$ cat src/rtl/pps_pkg.sv
// Package: shared step encoding for the panel power sequencer.
// Assumes the step order is fixed; the encoding is ordered so that the
// rail driven by a step can be found as (step index - 1).
package pps_pkg;

    typedef enum logic [2:0] {
        ST_INIT  = 3'd0,
        ST_PANEL = 3'd1,
        ST_LINK  = 3'd2,
        ST_BLSUP = 3'd3,
        ST_PWM   = 3'd4,
        ST_BLEN  = 3'd5,
        ST_DONE  = 3'd6
    } step_e;

    localparam int NUM_RAILS = 5;

    // Successor of a step; done is terminal.
    function automatic step_e next_step(step_e s);
        case (s)
            ST_INIT:  return ST_PANEL;
            ST_PANEL: return ST_LINK;
            ST_LINK:  return ST_BLSUP;
            ST_BLSUP: return ST_PWM;
            ST_PWM:   return ST_BLEN;
            default:  return ST_DONE;
        endcase
    endfunction

endpackage

$ cat src/rtl/pps_delay_timer.sv
// Module: millisecond down-counter for the wait between steps.
// Loads a new wait when a step runs; a load takes priority over a tick
// in the same cycle. Counts down on ms_tick and stops at zero.
module pps_delay_timer #(
    parameter int CNT_W = 16
) (
    input  logic             clk,
    input  logic             rst_n,
    input  logic             load,
    input  logic [CNT_W-1:0] load_val,
    input  logic             tick,
    output logic             expired
);

    logic [CNT_W-1:0] cnt_q;

    // Purpose: hold the remaining wait in ms.
    always_ff @(posedge clk) begin
        if (!rst_n)
            cnt_q <= '0;
        else if (load)
            cnt_q <= load_val;
        else if (tick && (cnt_q != '0))
            cnt_q <= cnt_q - 1'b1;
    end

    assign expired = (cnt_q == '0);

endmodule

$ cat src/rtl/pps_step_ctrl.sv
// Module: step controller. Tracks the next step to run and decides when
// it runs. A blocking run (start_run) or a single poll can run a step.
// The initial step never waits; later steps wait for the timer.
// It also selects the wait that follows the step being run.
// Assumes NUM_DLY does not exceed the number of steps before done.
module pps_step_ctrl
    import pps_pkg::*;
#(
    parameter int CNT_W   = 16,
    parameter int NUM_DLY = 4,
    localparam int CFG_W  = NUM_DLY * CNT_W
) (
    input  logic             clk,
    input  logic             rst_n,
    input  logic             start_run,
    input  logic             poll_req,
    input  logic [CFG_W-1:0] cfg_delay,
    input  logic             timer_expired,
    output step_e            cur_step,
    output logic             step_fire,
    output logic [CNT_W-1:0] step_wait,
    output logic             ack_q,
    output logic             defer_q,
    output logic             at_done
);

    step_e step_q;
    logic  run_q;
    logic  ready;
    logic  want;

    assign ready     = (step_q == ST_INIT) || timer_expired;
    assign at_done   = (step_q == ST_DONE);
    assign want      = start_run || run_q || poll_req;
    assign step_fire = want && ready && !at_done;
    assign cur_step  = step_q;

    // Purpose: pick the wait that follows the current step (none past the table).
    always_comb begin
        step_wait = '0;
        for (int i = 0; i < NUM_DLY; i++) begin
            if (int'(step_q) == i)
                step_wait = cfg_delay[i*CNT_W +: CNT_W];
        end
    end

    // Purpose: advance the step index when a step runs.
    always_ff @(posedge clk) begin
        if (!rst_n)
            step_q <= ST_INIT;
        else if (step_fire)
            step_q <= next_step(step_q);
    end

    // Purpose: hold blocking-run mode until the last step runs.
    always_ff @(posedge clk) begin
        if (!rst_n)
            run_q <= 1'b0;
        else if (at_done || (step_fire && step_q == ST_BLEN))
            run_q <= 1'b0;
        else if (start_run)
            run_q <= 1'b1;
    end

    // Purpose: report each request's outcome one cycle later.
    always_ff @(posedge clk) begin
        if (!rst_n) begin
            ack_q   <= 1'b0;
            defer_q <= 1'b0;
        end else begin
            ack_q   <= step_fire;
            defer_q <= poll_req && !start_run && !run_q && !ready && !at_done;
        end
    end

endmodule

$ cat src/rtl/pps_rail_drv.sv
// Module: registered control outputs, one per powered step.
// Rail g rises when step g+1 runs. The initial step clears every rail.
module pps_rail_drv
    import pps_pkg::*;
#(
    parameter int N_RAIL = NUM_RAILS
) (
    input  logic              clk,
    input  logic              rst_n,
    input  logic              step_fire,
    input  step_e             cur_step,
    output logic [N_RAIL-1:0] rails
);

    for (genvar g = 0; g < N_RAIL; g++) begin : g_rail
        // Purpose: set or clear one control output.
        always_ff @(posedge clk) begin
            if (!rst_n)
                rails[g] <= 1'b0;
            else if (step_fire && cur_step == ST_INIT)
                rails[g] <= 1'b0;
            else if (step_fire && int'(cur_step) == g + 1)
                rails[g] <= 1'b1;
        end
    end

endmodule

$ cat src/rtl/panel_pwr_seq.sv
// Module: panel power-up sequencer top. Joins the step controller, the
// wait timer and the rail drivers, and presents the fixed PWM request
// while the PWM rail is on. Assumes ms_tick is a single-clock pulse.
module panel_pwr_seq
    import pps_pkg::*;
#(
    parameter int CNT_W       = 16,
    parameter int NUM_DLY     = 4,
    parameter int FREQ_W      = 16,
    parameter int DUTY_W      = 8,
    parameter int DIV_W       = 4,
    parameter int PWM_FREQ_HZ = 32768,
    parameter int PWM_DUTY    = 8'hDF,
    parameter int PWM_DIV     = 1,
    localparam int CFG_W      = NUM_DLY * CNT_W
) (
    input  logic              clk,
    input  logic              rst_n,
    input  logic              start_run,
    input  logic              poll_req,
    input  logic              ms_tick,
    input  logic [CFG_W-1:0]  cfg_delay,
    output logic              panel_vdd_en,
    output logic              link_enable,
    output logic              bl_vdd_en,
    output logic              pwm_enable,
    output logic              bl_enable,
    output logic              seq_done,
    output logic              step_ack,
    output logic              step_defer,
    output logic [FREQ_W-1:0] pwm_freq_hz,
    output logic [DUTY_W-1:0] pwm_duty,
    output logic [DIV_W-1:0]  pwm_div
);

    step_e                cur_step;
    logic                 step_fire;
    logic [CNT_W-1:0]     step_wait;
    logic                 timer_expired;
    logic [NUM_RAILS-1:0] rails;

    pps_step_ctrl #(.CNT_W(CNT_W), .NUM_DLY(NUM_DLY)) ctrl_i (
        .clk           (clk),
        .rst_n         (rst_n),
        .start_run     (start_run),
        .poll_req      (poll_req),
        .cfg_delay     (cfg_delay),
        .timer_expired (timer_expired),
        .cur_step      (cur_step),
        .step_fire     (step_fire),
        .step_wait     (step_wait),
        .ack_q         (step_ack),
        .defer_q       (step_defer),
        .at_done       (seq_done)
    );

    pps_delay_timer #(.CNT_W(CNT_W)) timer_i (
        .clk      (clk),
        .rst_n    (rst_n),
        .load     (step_fire),
        .load_val (step_wait),
        .tick     (ms_tick),
        .expired  (timer_expired)
    );

    pps_rail_drv #(.N_RAIL(NUM_RAILS)) rails_i (
        .clk       (clk),
        .rst_n     (rst_n),
        .step_fire (step_fire),
        .cur_step  (cur_step),
        .rails     (rails)
    );

    assign panel_vdd_en = rails[0];
    assign link_enable  = rails[1];
    assign bl_vdd_en    = rails[2];
    assign pwm_enable   = rails[3];
    assign bl_enable    = rails[4];

    // Purpose: PWM request fields, valid only while the PWM rail is on.
    assign pwm_freq_hz = pwm_enable ? FREQ_W'(PWM_FREQ_HZ) : '0;
    assign pwm_duty    = pwm_enable ? DUTY_W'(PWM_DUTY)    : '0;
    assign pwm_div     = pwm_enable ? DIV_W'(PWM_DIV)      : '0;

endmodule

$ cat config.mk
export PLATFORM = sky130hd
export DESIGN_NAME = panel_pwr_seq
export DESIGN_NICKNAME = d
export VERILOG_FILES = /design/src/rtl/pps_pkg.sv /design/src/rtl/pps_delay_timer.sv /design/src/rtl/pps_step_ctrl.sv /design/src/rtl/pps_rail_drv.sv /design/src/rtl/panel_pwr_seq.sv
export SDC_FILE = /design/constraint.sdc
export NUM_CORES = 1
export LEC_CHECK = 0
export BUFFER_PORTS_ARGS = -buffer_cell sky130_fd_sc_hd__buf_2
export CORE_MARGIN = 2
export CORE_UTILIZATION = 44
export DETAILED_ROUTE_END_ITERATION = 7
export GPL_TIMING_DRIVEN = 0
export PLACE_DENSITY = 0.86
export REMOVE_ABC_BUFFERS = 1
export SYNTH_ARGS = -nofsm -noshare
export SYNTH_HDL_FRONTEND = slang
export SYNTH_SLANG_ARGS = --single-unit
$ cat constraint.sdc
create_clock -name clk -period 7.2 [get_ports clk]
set_input_delay 2.16 -clock clk [delete_from_list [all_inputs] [get_ports clk]]
set_output_delay 2.16 -clock clk [all_outputs]
set_load 0.02 [all_outputs]
; Yosys cells after proc, flatten, opt, wreduce, memory -nomap -nowiden
; Cells that the tools add are included.
[classes]
add_sub_neg = 1
mul = 0
div = 0
magnitude_cmp = 0
n_eq_ne = 11
shift = 0
muxes = 10
bitwise = 1
n_reduce_logical = 29
[op_table]
columns = op, n
row1 = 2-to-1 mux 16 bit, 7
row2 = "== test 3 bit, second input constant", 7
row3 = logical NOT 16 bit, 1
row4 = nonzero test 16 bit, 1
row5 = "subtractor 16 x 1 -> 16 bit, second input constant", 1
row6 = one-hot mux 3 bit (5 select lines), 1
row7 = logical AND 1 bit, 14
row8 = "== test 3 x 2 -> 1 bit, second input constant", 3
row9 = 2-to-1 mux 8 bit, 1
row10 = logical NOT 3 bit, 2
row11 = logical NOT 1 bit, 4
row12 = logical OR 1 bit, 4
row13 = OR reduction 2 bit, 2
row14 = "== test 3 x 1 -> 1 bit, second input constant", 1
row15 = nonzero test 2 bit, 1
row16 = 2-to-1 mux 1 bit, 1
row17 = inverter 1 bit, 1
[word_totals]
ff_bits = 27
latch_bits = 0
ram_bits = 0
romBits = 0
input_bits = 69
wordCells = 62
memories = 0

; Depth between registers and ports, before layout
; Gate-level depths: netlist (run 1).
[logic_depth]
depth_word = 7
ltp_mapped = 8

; Hierarchy
; Synthesis (run 1) repeated with hierarchy kept, for this count alone.
[unflattened]
hier_cells = 233
area_unflattened_um2 = 2158.3
[by_module_without_submodules]
columns = mod, instances, cells_each, area_per_inst_um2
row1 = pps_delay_timer, 1, 114, 922.1
row2 = pps_step_ctrl, 1, 67, 793.3
row3 = pps_rail_drv, 1, 23, 229.0
row4 = panel_pwr_seq, 1, 29, 214.0

; Worst setup path before layout (run 1)
; No wires, ideal clock.
[synth_path]
kind = input -> register
from = input ms_tick
to = register timer_i.cnt_q[13]
setup_time_ns = 0.127
arrival_time_ns = 3.802
t_required_ns = 7.073
slack_ns = 3.270
path_stages = 6
path_cell_list = or4b_1 > buf_2 > or3_1 > or4_4 > xor2_1 > o22ai_2
[synth_via]
elab_chain_len = 2
[synth_rtl]
columns = element, line
row1 = from (decl), panel_pwr_seq.sv:21  ; input logic ms_tick,
row2 = logical AND 1 bit, pps_delay_timer.sv:23  ; else if (tick && (cnt_q != '0))
row3 = nonzero test 2 bit (no source line), --
row4 = to (signal assigned), pps_delay_timer.sv:22  ; cnt_q <= load_val;
row5 = to (signal assigned), pps_delay_timer.sv:24  ; cnt_q <= cnt_q - 1'b1;
row6 = to (decl), pps_delay_timer.sv:15  ; logic [CNT_W-1:0] cnt_q;
; Every way passes these cells.
; A chain may end at the register's enable or synchronous reset.

; Final worst setup path (run 1)
[layout_path]
from = register ctrl_i.step_q[1] (netlist: ctrl_i.cur_step[1])
to = output seq_done
[layout_via]
elab_chain_len = 1
[layout_rtl]
columns = element, line
row1 = from (decl), pps_step_ctrl.sv:27  ; step_e step_q;
row2 = from (signal assigned), pps_step_ctrl.sv:52  ; step_q <= next_step(step_q);
row3 = == test 3 bit, pps_step_ctrl.sv:33  ; assign at_done = (step_q == ST_DONE);
row4 = to (decl), panel_pwr_seq.sv:28  ; output logic seq_done,
; Every way passes these cells.

==> results of run 1 <==
[worst reg2reg max path, cell delays in order, from the launching register on]
cell and delay, ns:
sky130_fd_sc_hd__dfxtp_1 0.33, sky130_fd_sc_hd__inv_1 0.09, sky130_fd_sc_hd__ha_1 0.32, sky130_fd_sc_hd__or4b_1 0.59, sky130_fd_sc_hd__o41ai_4 0.40, sky130_fd_sc_hd__o31a_1 0.52, sky130_fd_sc_hd__nand3_4 0.19, sky130_fd_sc_hd__o22ai_1 0.20
[synth_stat cells, types with 3 or more instances]
master                    instances
sky130_fd_sc_hd__o21ai_0          8
sky130_fd_sc_hd__and3_1           3
sky130_fd_sc_hd__dfxtp_1         27
sky130_fd_sc_hd__buf_2            3
sky130_fd_sc_hd__a21oi_1         10
sky130_fd_sc_hd__nor4_1           5
sky130_fd_sc_hd__xnor2_1          6
sky130_fd_sc_hd__nor3_1           9
sky130_fd_sc_hd__xor2_1           4
sky130_fd_sc_hd__nand3_1          5
sky130_fd_sc_hd__nand2_1         11
sky130_fd_sc_hd__o22ai_1          7
sky130_fd_sc_hd__buf_4           29
sky130_fd_sc_hd__nor2_1          16
sky130_fd_sc_hd__or4_1            3
sky130_fd_sc_hd__mux4_2          16
sky130_fd_sc_hd__inv_1           15
[per-stage QoR]
| step | utilization | std cells | setup WS (ns) | hold WS [ns] | cell area (sq um) |
|---|---|---|---|---|---|
| after floorplan | - | 205 | 3.274 | 0.5086 | 1874 |
| after global placement | 0.5321 | 342 | 3.069 | 0.4350 | 2365 |
| after detailed placement | 0.5321 | 342 | 3.038 | 0.4420 | 2365 |
| after CTS | 0.5425 | 346 | 2.890 | 0.4588 | 2411 |
| after global routing | 0.5428 | 346 | 3.091 | 0.4906 | 2412 |
| final | 0.5428 | 346 | 3.228 | 0.4570 | 2412 |
[final cells by class]
| class | instances | area (sq um) |
|---|---|---|
| inverter | 16 | 60.06 |
| timing repair buffer | 85 | 425.4 |
| sequential | 27 | 541.8 |
| clock buffer | 3 | 41.29 |
| multi-input combinational | 162 | 1274 |
| fill | 403 | 2032 |
| clock inverter | 1 | 5.005 |
| tap | 52 | 65.06 |
[power breakdown]
part           internal [mW]  total (mW)  switching (mW)
clock network         0.0389      0.0880          0.0492
registers              0.205       0.305           0.100
logic                  0.246       0.518           0.272
[path summary, 6_finish.rpt]
| check | endpoint | slack, ns |
|---|---|---|
| worst max-delay path | seq_done | 3.23 |
| worst max register to register | timer_i.cnt_q[9] | 4.50 |
| worst min register to register | rails_i.rails[4] | 0.46 |
| worst min-delay path | rails_i.rails[4] | 0.46 |
[cells by family (layout without fill, tap and decap cells)]
family / count (synthesis) / after routing / synth area share
simple gates: 75 / 75 / 0.2106
fa+ha+maj: 1 / 1 / 0.006067
compound gates: 38 / 38 / 0.1341
buf+inv: 52 / 105 / 0.1529
xor+xnor: 10 / 10 / 0.04247
flops: 27 / 27 / 0.2621
mux: 19 / 19 / 0.1899
other cells: 1 / 19 / 0.001819
[sequential cells by signal, indices dropped and copies added, names as in the netlist]
signal and cells:
timer_i.cnt_q 16, rails_i.rails 5, ctrl_i.cur_step 3, ctrl_i.ack_q 1
ctrl_i.defer_q 1, ctrl_i.run_q 1
[layer usage]
| layer | GRT usage | part of all wire | vias to the layer above |
|---|---|---|---|
| met3 | 0.03056 | 0.052 | 7 |
| li1 | - | - | 920 |
| met4 | 0.05556 | 0.012 | 0 |
| met1 | 0.2188 | 0.39 | 899 |
| met2 | 0.3598 | 0.55 | 79 |
| met5 | 0 | 0 | - |
==> impl_metrics.xml, run 1 <==
<?xml version="1.0" encoding="UTF-8"?>
<metrics>
  <group name="global_route">
    <metric name="grt_util_all_layers" unit="">0.1902</metric>
    <metric name="gr-total-overflow" unit="">0</metric>
    <metric name="grt_max_degree" unit="">24</metric>
    <metric name="first_global_vias" unit="">1861</metric>
    <metric name="antenna_found_initial" unit="">0</metric>
    <metric name="grt_first_pass_wirelength" unit="mm">8.045</metric>
  </group>
  <group name="drt">
    <metric name="post-route-drc-count" unit="">0</metric>
    <metric name="drtAntennaViolNets" unit="">0</metric>
    <metric name="first_iter_violations" unit="">80</metric>
    <metric name="route.detailed.wl_per_inst" unit="um">14.38</metric>
    <metric name="viasPerCell" unit="">5.506</metric>
    <metric name="via_count" unit="">1905</metric>
    <metric name="totalWireLength" unit="mm">4.977</metric>
    <metric name="drt_first_pass_iters" unit="">4</metric>
  </group>
  <group name="layout">
    <metric name="antenna-diode-count" unit="">0</metric>
    <metric name="most_common_cell_after_layout_fill_and_taps_aside" unit="">sky130_fd_sc_hd__buf_2</metric>
    <metric name="areaGrowthSynthToFinish" unit="%">16.99</metric>
    <metric name="drive_gt1_frac" unit="">0.4048</metric>
    <metric name="layout.cells.most_common_list" unit="">85 x sky130_fd_sc_hd__buf_2, 26 x sky130_fd_sc_hd__dfxtp_1, 19 x sky130_fd_sc_hd__conb_1</metric>
    <metric name="design.final.nets" unit="">365</metric>
  </group>
  <group name="pwr">
    <metric name="static-leakage-power" unit="nW">1.096</metric>
    <metric name="total_design_power" unit="mW">0.9107</metric>
    <metric name="power_density" unit="nW/um^2">377.5</metric>
    <metric name="ir_drop" unit="V">0.0002040</metric>
  </group>
  <group name="worst_hold_path">
    <metric name="worst_hold_path_depth" unit="">2</metric>
    <metric name="hold_class" unit="">register to register</metric>
    <metric name="min-delay-start" unit="">rails_i.rails[4]</metric>
  </group>
  <group name="synthesis">
    <metric name="mappedNetlistArea" unit="sq um">2062</metric>
    <metric name="netlist_top_cells_area" unit="">sky130_fd_sc_hd__dfxtp_1 26%, sky130_fd_sc_hd__mux4_2 17%, sky130_fd_sc_hd__buf_4 11%, sky130_fd_sc_hd__nor2_1 2.9%, sky130_fd_sc_hd__inv_1 2.7%</metric>
    <metric name="netlist-cell-type-count" unit="">55</metric>
    <metric name="async_flop_share" unit="">0</metric>
    <metric name="ys_warn_count" unit="">0</metric>
    <metric name="synth_area_per_cell" unit="sq um">9.247</metric>
    <metric name="edff_count_synth" unit="">0</metric>
    <metric name="yosysTopAreaCellShare" unit="">0.2621</metric>
    <metric name="synth_sequential_area_ratio" unit="">0.2621</metric>
    <metric name="synth.largest_area_cell" unit="">sky130_fd_sc_hd__dfxtp_1</metric>
    <metric name="post_syn_instances" unit="">223</metric>
    <metric name="ys.flop_type" unit="">sky130_fd_sc_hd__dfxtp_1</metric>
    <metric name="postSynthRegisterBits" unit="">27</metric>
  </group>
  <group name="die">
    <metric name="starting_density" unit="">0.4640</metric>
    <metric name="dieHeight" unit="um">72.46</metric>
    <metric name="ios" unit="">105</metric>
    <metric name="rows" unit="">24</metric>
    <metric name="fp.dieArea" unit="sq um">5250</metric>
    <metric name="chipWidth" unit="um">72.46</metric>
    <metric name="core_area" unit="sq um">4444</metric>
  </group>
  <group name="run_status">
    <metric name="status" unit="">complete, no violations</metric>
  </group>
  <group name="place">
    <metric name="routabilityCongestion" unit="">0.8483</metric>
    <metric name="count_of_input_and_output_buffers" unit="">85</metric>
    <metric name="detailedPlacementHpwl" unit="mm">3.863</metric>
  </group>
  <group name="setup_path">
    <metric name="arrival_worst_endpoint" unit="ns">1.81</metric>
    <metric name="worst-path-buf-inv" unit="">2</metric>
    <metric name="critical_path.top_delay_family" unit="">flip-flops</metric>
    <metric name="timing.rr.start" unit="">timer_i.cnt_q[0]</metric>
    <metric name="cp.depth" unit="">3</metric>
    <metric name="crit_slowest_cell" unit="">sky130_fd_sc_hd__dfxtp_1</metric>
    <metric name="worstSetupEndpointType" unit="">primary output</metric>
    <metric name="critical_path.max_fanout" unit="">22</metric>
    <metric name="worstSetupPathType" unit="">register to primary output</metric>
    <metric name="slowest_delay" unit="ns">0.98</metric>
    <metric name="worstPathCellList" unit="">nand3_1 &gt; inv_1 &gt; buf_2</metric>
    <metric name="setup.worst_path.start_class" unit="">register</metric>
    <metric name="worst-r2r-cell-count" unit="">7</metric>
    <metric name="worstSetupStartpoint" unit="">ctrl_i.cur_step[1]</metric>
    <metric name="critical_path_required_time" unit="ns">5.04</metric>
  </group>
  <group name="sta">
    <metric name="finalHoldViolations" unit="">0</metric>
    <metric name="max_freq" unit="GHz">0.2518</metric>
    <metric name="totalNegativeSetupSlack" unit="ns">0</metric>
    <metric name="grt_setup_unrepaired" unit="">false</metric>
    <metric name="relSlewSlack" unit="">0.3435</metric>
    <metric name="final.period_utilization" unit="">0.5516</metric>
    <metric name="fin_worst_skew" unit="ns">0.001598</metric>
    <metric name="setup_viol" unit="">0</metric>
    <metric name="number_of_pins_exceeding_their_max_slew_limit_in_the_final_report" unit="">0</metric>
    <metric name="max_slew.worst_pin.slew" unit="ns">0.9835</metric>
    <metric name="final.min_clock_period" unit="ns">3.972</metric>
  </group>
  <group name="clock_tree">
    <metric name="cts_root_buffer" unit="">sky130_fd_sc_hd__clkbuf_8</metric>
    <metric name="cts_inserted_buffers" unit="">3</metric>
    <metric name="cts.repair.resized" unit="">0</metric>
    <metric name="cts.clk_slew.worst_paths" unit="ns">0.09</metric>
    <metric name="ctsHtreeMaxLevel" unit="">1</metric>
    <metric name="post-cts-setup-buffers" unit="">0</metric>
    <metric name="cts_buffer_depth" unit="">2</metric>
    <metric name="postCtsHoldBufs" unit="">0</metric>
    <metric name="tritoncts" unit="">done</metric>
    <metric name="cts.sink_count" unit="">27</metric>
    <metric name="clkLatencyLatePin" unit="ns">0.27</metric>
  </group>
  <group name="flow_run">
    <metric name="maxCapViolCount" unit="">0</metric>
  </group>
</metrics>
(Power assumes the default switching activity.)
==> inputs of run 2 (changes only) <==
- ABC_AREA: unset -> 1
- CORE_UTILIZATION: 44 -> 43
- PLACE_DENSITY: 0.86 -> 0.85
- clock period: 7.2 -> 3.48 ns (I/O delays scaled with it)
==> impl_metrics.xml, run 2 <==
<?xml version="1.0" encoding="UTF-8"?>
<metrics>
  <group name="setup_path">
    <metric name="arrival_worst_endpoint" unit="ns">1.52</metric>
    <metric name="worstSetupEndpointType" unit="">primary output</metric>
    <metric name="setup.reg_to_reg.worst_slack" unit="ns">1.05</metric>
    <metric name="cp.depth" unit="">4</metric>
    <metric name="worst-r2r-cell-count" unit="">9</metric>
    <metric name="worstReg2RegEnd" unit="">timer_i.cnt_q[15]</metric>
    <metric name="critical_path.max_fanout" unit="">12</metric>
    <metric name="critical_path_required_time" unit="ns">2.44</metric>
    <metric name="worst-path-buf-inv" unit="">2</metric>
    <metric name="worstSetupPathType" unit="">register to primary output</metric>
    <metric name="slowest_delay" unit="ns">0.58</metric>
    <metric name="worstPathCellList" unit="">inv_1 &gt; nand2_1 &gt; nor2_1 &gt; buf_2</metric>
    <metric name="timing.rr.start" unit="">ctrl_i.cur_step[0]</metric>
    <metric name="crit_slowest_cell" unit="">sky130_fd_sc_hd__dfxtp_1</metric>
    <metric name="critical_path.top_delay_family" unit="">flip-flops</metric>
    <metric name="setup.worst_path.start_class" unit="">register</metric>
  </group>
  <group name="clock_tree">
    <metric name="cts_buffer_depth" unit="">2</metric>
    <metric name="cts.repair.resized" unit="">0</metric>
    <metric name="tritoncts" unit="">done</metric>
    <metric name="cts_root_buffer" unit="">sky130_fd_sc_hd__clkbuf_8</metric>
    <metric name="post-cts-setup-buffers" unit="">0</metric>
    <metric name="ctsHtreeMaxLevel" unit="">1</metric>
    <metric name="cts.sink_count" unit="">27</metric>
    <metric name="postCtsHoldBufs" unit="">0</metric>
    <metric name="cts_inserted_buffers" unit="">3</metric>
    <metric name="clkLatencyLatePin" unit="ns">0.28</metric>
    <metric name="cts.clk_slew.worst_paths" unit="ns">0.10</metric>
  </group>
  <group name="synthesis">
    <metric name="async_flop_share" unit="">0</metric>
    <metric name="synth_area_per_cell" unit="sq um">6.035</metric>
    <metric name="edff_count_synth" unit="">0</metric>
    <metric name="netlist-cell-type-count" unit="">31</metric>
    <metric name="synth_sequential_area_ratio" unit="">0.2291</metric>
    <metric name="postSynthRegisterBits" unit="">27</metric>
    <metric name="ys_warn_count" unit="">0</metric>
    <metric name="post_syn_instances" unit="">391</metric>
    <metric name="synth.largest_area_cell" unit="">sky130_fd_sc_hd__dfxtp_1</metric>
    <metric name="synth_most_common_cell" unit="">sky130_fd_sc_hd__nand2_1</metric>
    <metric name="mappedNetlistArea" unit="sq um">2360</metric>
    <metric name="netlist_top_cells_count" unit="">104 x sky130_fd_sc_hd__nand2_1, 63 x sky130_fd_sc_hd__nor2_1, 43 x sky130_fd_sc_hd__nand3_1</metric>
    <metric name="yosysTopAreaCellShare" unit="">0.2291</metric>
    <metric name="ys.flop_type" unit="">sky130_fd_sc_hd__dfxtp_1</metric>
    <metric name="netlist_top_cells_area" unit="">sky130_fd_sc_hd__dfxtp_1 23%, sky130_fd_sc_hd__nand2_1 17%, sky130_fd_sc_hd__buf_4 10%, sky130_fd_sc_hd__nor2_1 10%, sky130_fd_sc_hd__nand3_1 9.1%</metric>
  </group>
  <group name="drt">
    <metric name="totalWireLength" unit="mm">5.889</metric>
    <metric name="drt_first_pass_iters" unit="">6</metric>
    <metric name="viasPerCell" unit="">4.924</metric>
    <metric name="m1WireLength" unit="mm">2.715</metric>
    <metric name="met3_routed_length" unit="um">401</metric>
    <metric name="post-route-drc-count" unit="">0</metric>
    <metric name="route.detailed.wl_per_inst" unit="um">11.20</metric>
    <metric name="wl_met2" unit="mm">2.733</metric>
    <metric name="drtAntennaViolNets" unit="">0</metric>
    <metric name="highest_layer" unit="">met4</metric>
    <metric name="first_iter_violations" unit="">145</metric>
    <metric name="via_count" unit="">2590</metric>
  </group>
  <group name="global_route">
    <metric name="grt_first_pass_wirelength" unit="mm">9.873</metric>
    <metric name="first_global_vias" unit="">2284</metric>
    <metric name="antenna_found_initial" unit="">0</metric>
    <metric name="grt_util_all_layers" unit="">0.1922</metric>
    <metric name="grt_max_degree" unit="">25</metric>
    <metric name="gr-total-overflow" unit="">0</metric>
  </group>
  <group name="layout">
    <metric name="registers.top_by_ff_count" unit="">timer_i.cnt_q</metric>
    <metric name="layout.area.seq" unit="sq um">540.5</metric>
    <metric name="layout.filler_cells" unit="">526</metric>
    <metric name="final_cell_area" unit="sq um">2679</metric>
    <metric name="areaGrowthSynthToFinish" unit="%">13.52</metric>
    <metric name="largest_register_ffs" unit="">16</metric>
    <metric name="design.final.nets" unit="">527</metric>
    <metric name="most_common_cell_after_layout_fill_and_taps_aside" unit="">sky130_fd_sc_hd__nand2_1</metric>
    <metric name="antenna-diode-count" unit="">0</metric>
    <metric name="drive_gt1_frac" unit="">0.2281</metric>
    <metric name="layout.cells.most_common_list" unit="">104 x sky130_fd_sc_hd__nand2_1, 85 x sky130_fd_sc_hd__buf_2, 63 x sky130_fd_sc_hd__nor2_1</metric>
    <metric name="multiInputGateArea" unit="sq um">1460</metric>
  </group>
  <group name="pwr">
    <metric name="ir_drop" unit="V">0.0003347</metric>
    <metric name="static-leakage-power" unit="nW">1.434</metric>
    <metric name="power_density" unit="nW/um^2">784.5</metric>
  </group>
  <group name="die">
    <metric name="chipWidth" unit="um">78.08</metric>
    <metric name="starting_density" unit="">0.4534</metric>
    <metric name="rows" unit="">26</metric>
    <metric name="core_area" unit="sq um">5205</metric>
    <metric name="dieHeight" unit="um">78.08</metric>
    <metric name="fp.dieArea" unit="sq um">6096</metric>
    <metric name="ios" unit="">105</metric>
  </group>
  <group name="sta">
    <metric name="final.min_clock_period" unit="ns">2.561</metric>
    <metric name="final.period_utilization" unit="">0.7360</metric>
    <metric name="max_slew.worst_pin.slew" unit="ns">0.8132</metric>
    <metric name="max_freq" unit="GHz">0.3904</metric>
    <metric name="grt_setup_unrepaired" unit="">false</metric>
    <metric name="relSlewSlack" unit="">0.4558</metric>
    <metric name="totalNegativeSetupSlack" unit="ns">0</metric>
    <metric name="fin_worst_skew" unit="ns">0.01230</metric>
    <metric name="finalHoldViolations" unit="">0</metric>
    <metric name="number_of_pins_exceeding_their_max_slew_limit_in_the_final_report" unit="">0</metric>
    <metric name="setup_viol" unit="">0</metric>
  </group>
  <group name="place">
    <metric name="placed_instance_area" unit="sq um">2630</metric>
    <metric name="count_of_input_and_output_buffers" unit="">85</metric>
    <metric name="detailedPlacementHpwl" unit="mm">4.505</metric>
    <metric name="routabilityCongestion" unit="">0.9077</metric>
  </group>
  <group name="worst_hold_path">
    <metric name="holdPathEnd" unit="">rails_i.rails[4]</metric>
    <metric name="hold_class" unit="">register to register</metric>
    <metric name="worst_hold_path_depth" unit="">2</metric>
    <metric name="min-delay-start" unit="">rails_i.rails[4]</metric>
  </group>
  <group name="run_status">
    <metric name="status" unit="">complete, no violations</metric>
  </group>
  <group name="flow_run">
    <metric name="maxCapViolCount" unit="">0</metric>
  </group>
</metrics>
==> run 2: changes by cell type after synthesis, moves of 5 or more <==
cell	before	now
sky130_fd_sc_hd__inv_1	15	31
sky130_fd_sc_hd__nor3_1	9	1
sky130_fd_sc_hd__a21oi_1	10	16
sky130_fd_sc_hd__nor4_1	5	0
sky130_fd_sc_hd__nand2_1	11	104
sky130_fd_sc_hd__o22ai_1	7	0
sky130_fd_sc_hd__nor2_1	16	63
sky130_fd_sc_hd__mux4_2	16	0
sky130_fd_sc_hd__nor2_2	0	5
sky130_fd_sc_hd__nand3_1	5	43
sky130_fd_sc_hd__nand4_1	2	25
==> run 2: how the worst max path moves through the flow <==
stage | start | end | slack, ns
after floorplan | rails_i.rails[3] | pwm_div[0] | 0.87
after global placement | start_run | timer_i.cnt_q[14] | 1.10
after detailed placement | start_run | timer_i.cnt_q[15] | 1.04
after CTS | ctrl_i.cur_step[0] | seq_done | 0.93
after global routing | ctrl_i.cur_step[0] | timer_i.cnt_q[14] | 0.78
final | ctrl_i.cur_step[0] | seq_done | 0.92
==> run 2: layout make-up <==
class	instances	share of cell area
repair buffers	85	0.1588
clock inverters	1	0.002802
clock buffers	3	0.01541
well taps	70	0.03269
multi-input cells	309	0.5451
inverters	31	0.04344
flip-flops and latches	27	0.2018
==> run 2: where the power goes <==
group          switching, mW  internal [mW]  total, mW  leakage, nW
Sequential             0.132          0.411      0.543        0.223
Combinational          0.891          0.479       1.37         1.19
Clock                  0.106         0.0815      0.188       0.0217
==> run 2: stage by stage <==
step / hold slack (ns) / utilization / power (mW) / std cells / setup WS, ns
floorplan: 0.4612 / - / 1.595 / 367 / 0.8674
global placement: 0.4398 / 0.5053 / 1.859 / 522 / 1.097
detailed placement: 0.4402 / 0.5053 / 1.909 / 522 / 1.036
CTS: 0.4554 / 0.5147 / 2.099 / 526 / 0.9297
global route: 0.4983 / 0.5147 / 2.351 / 526 / 0.7783
finish: 0.4564 / 0.5147 / 2.102 / 526 / 0.9188
==> run 2: routing by layer <==
metal	global-route usage	up-vias
met5	0	-
li1	-	1349
met2	0.3397	112
met4	0.03860	0
met1	0.2560	1125
met3	0.01724	4
==> run 2: logic make-up (layout without fill, tap and decap cells) <==
group,count (synthesis),count (layout),share of synthesized area
xor+xnor,6,6,0.02227
other cells,1,19,0.001589
fa+ha+maj,1,1,0.005301
buf+inv,73,120,0.1808
compound gates,30,30,0.07158
flops,27,27,0.2291
simple gates,253,253,0.4894
==> run 2: worst min-delay path, stage by stage (launching register included) <==
cell and delay (ns):
sky130_fd_sc_hd__dfxtp_1 0.32, sky130_fd_sc_hd__inv_1 0.05, sky130_fd_sc_hd__a21oi_1 0.05
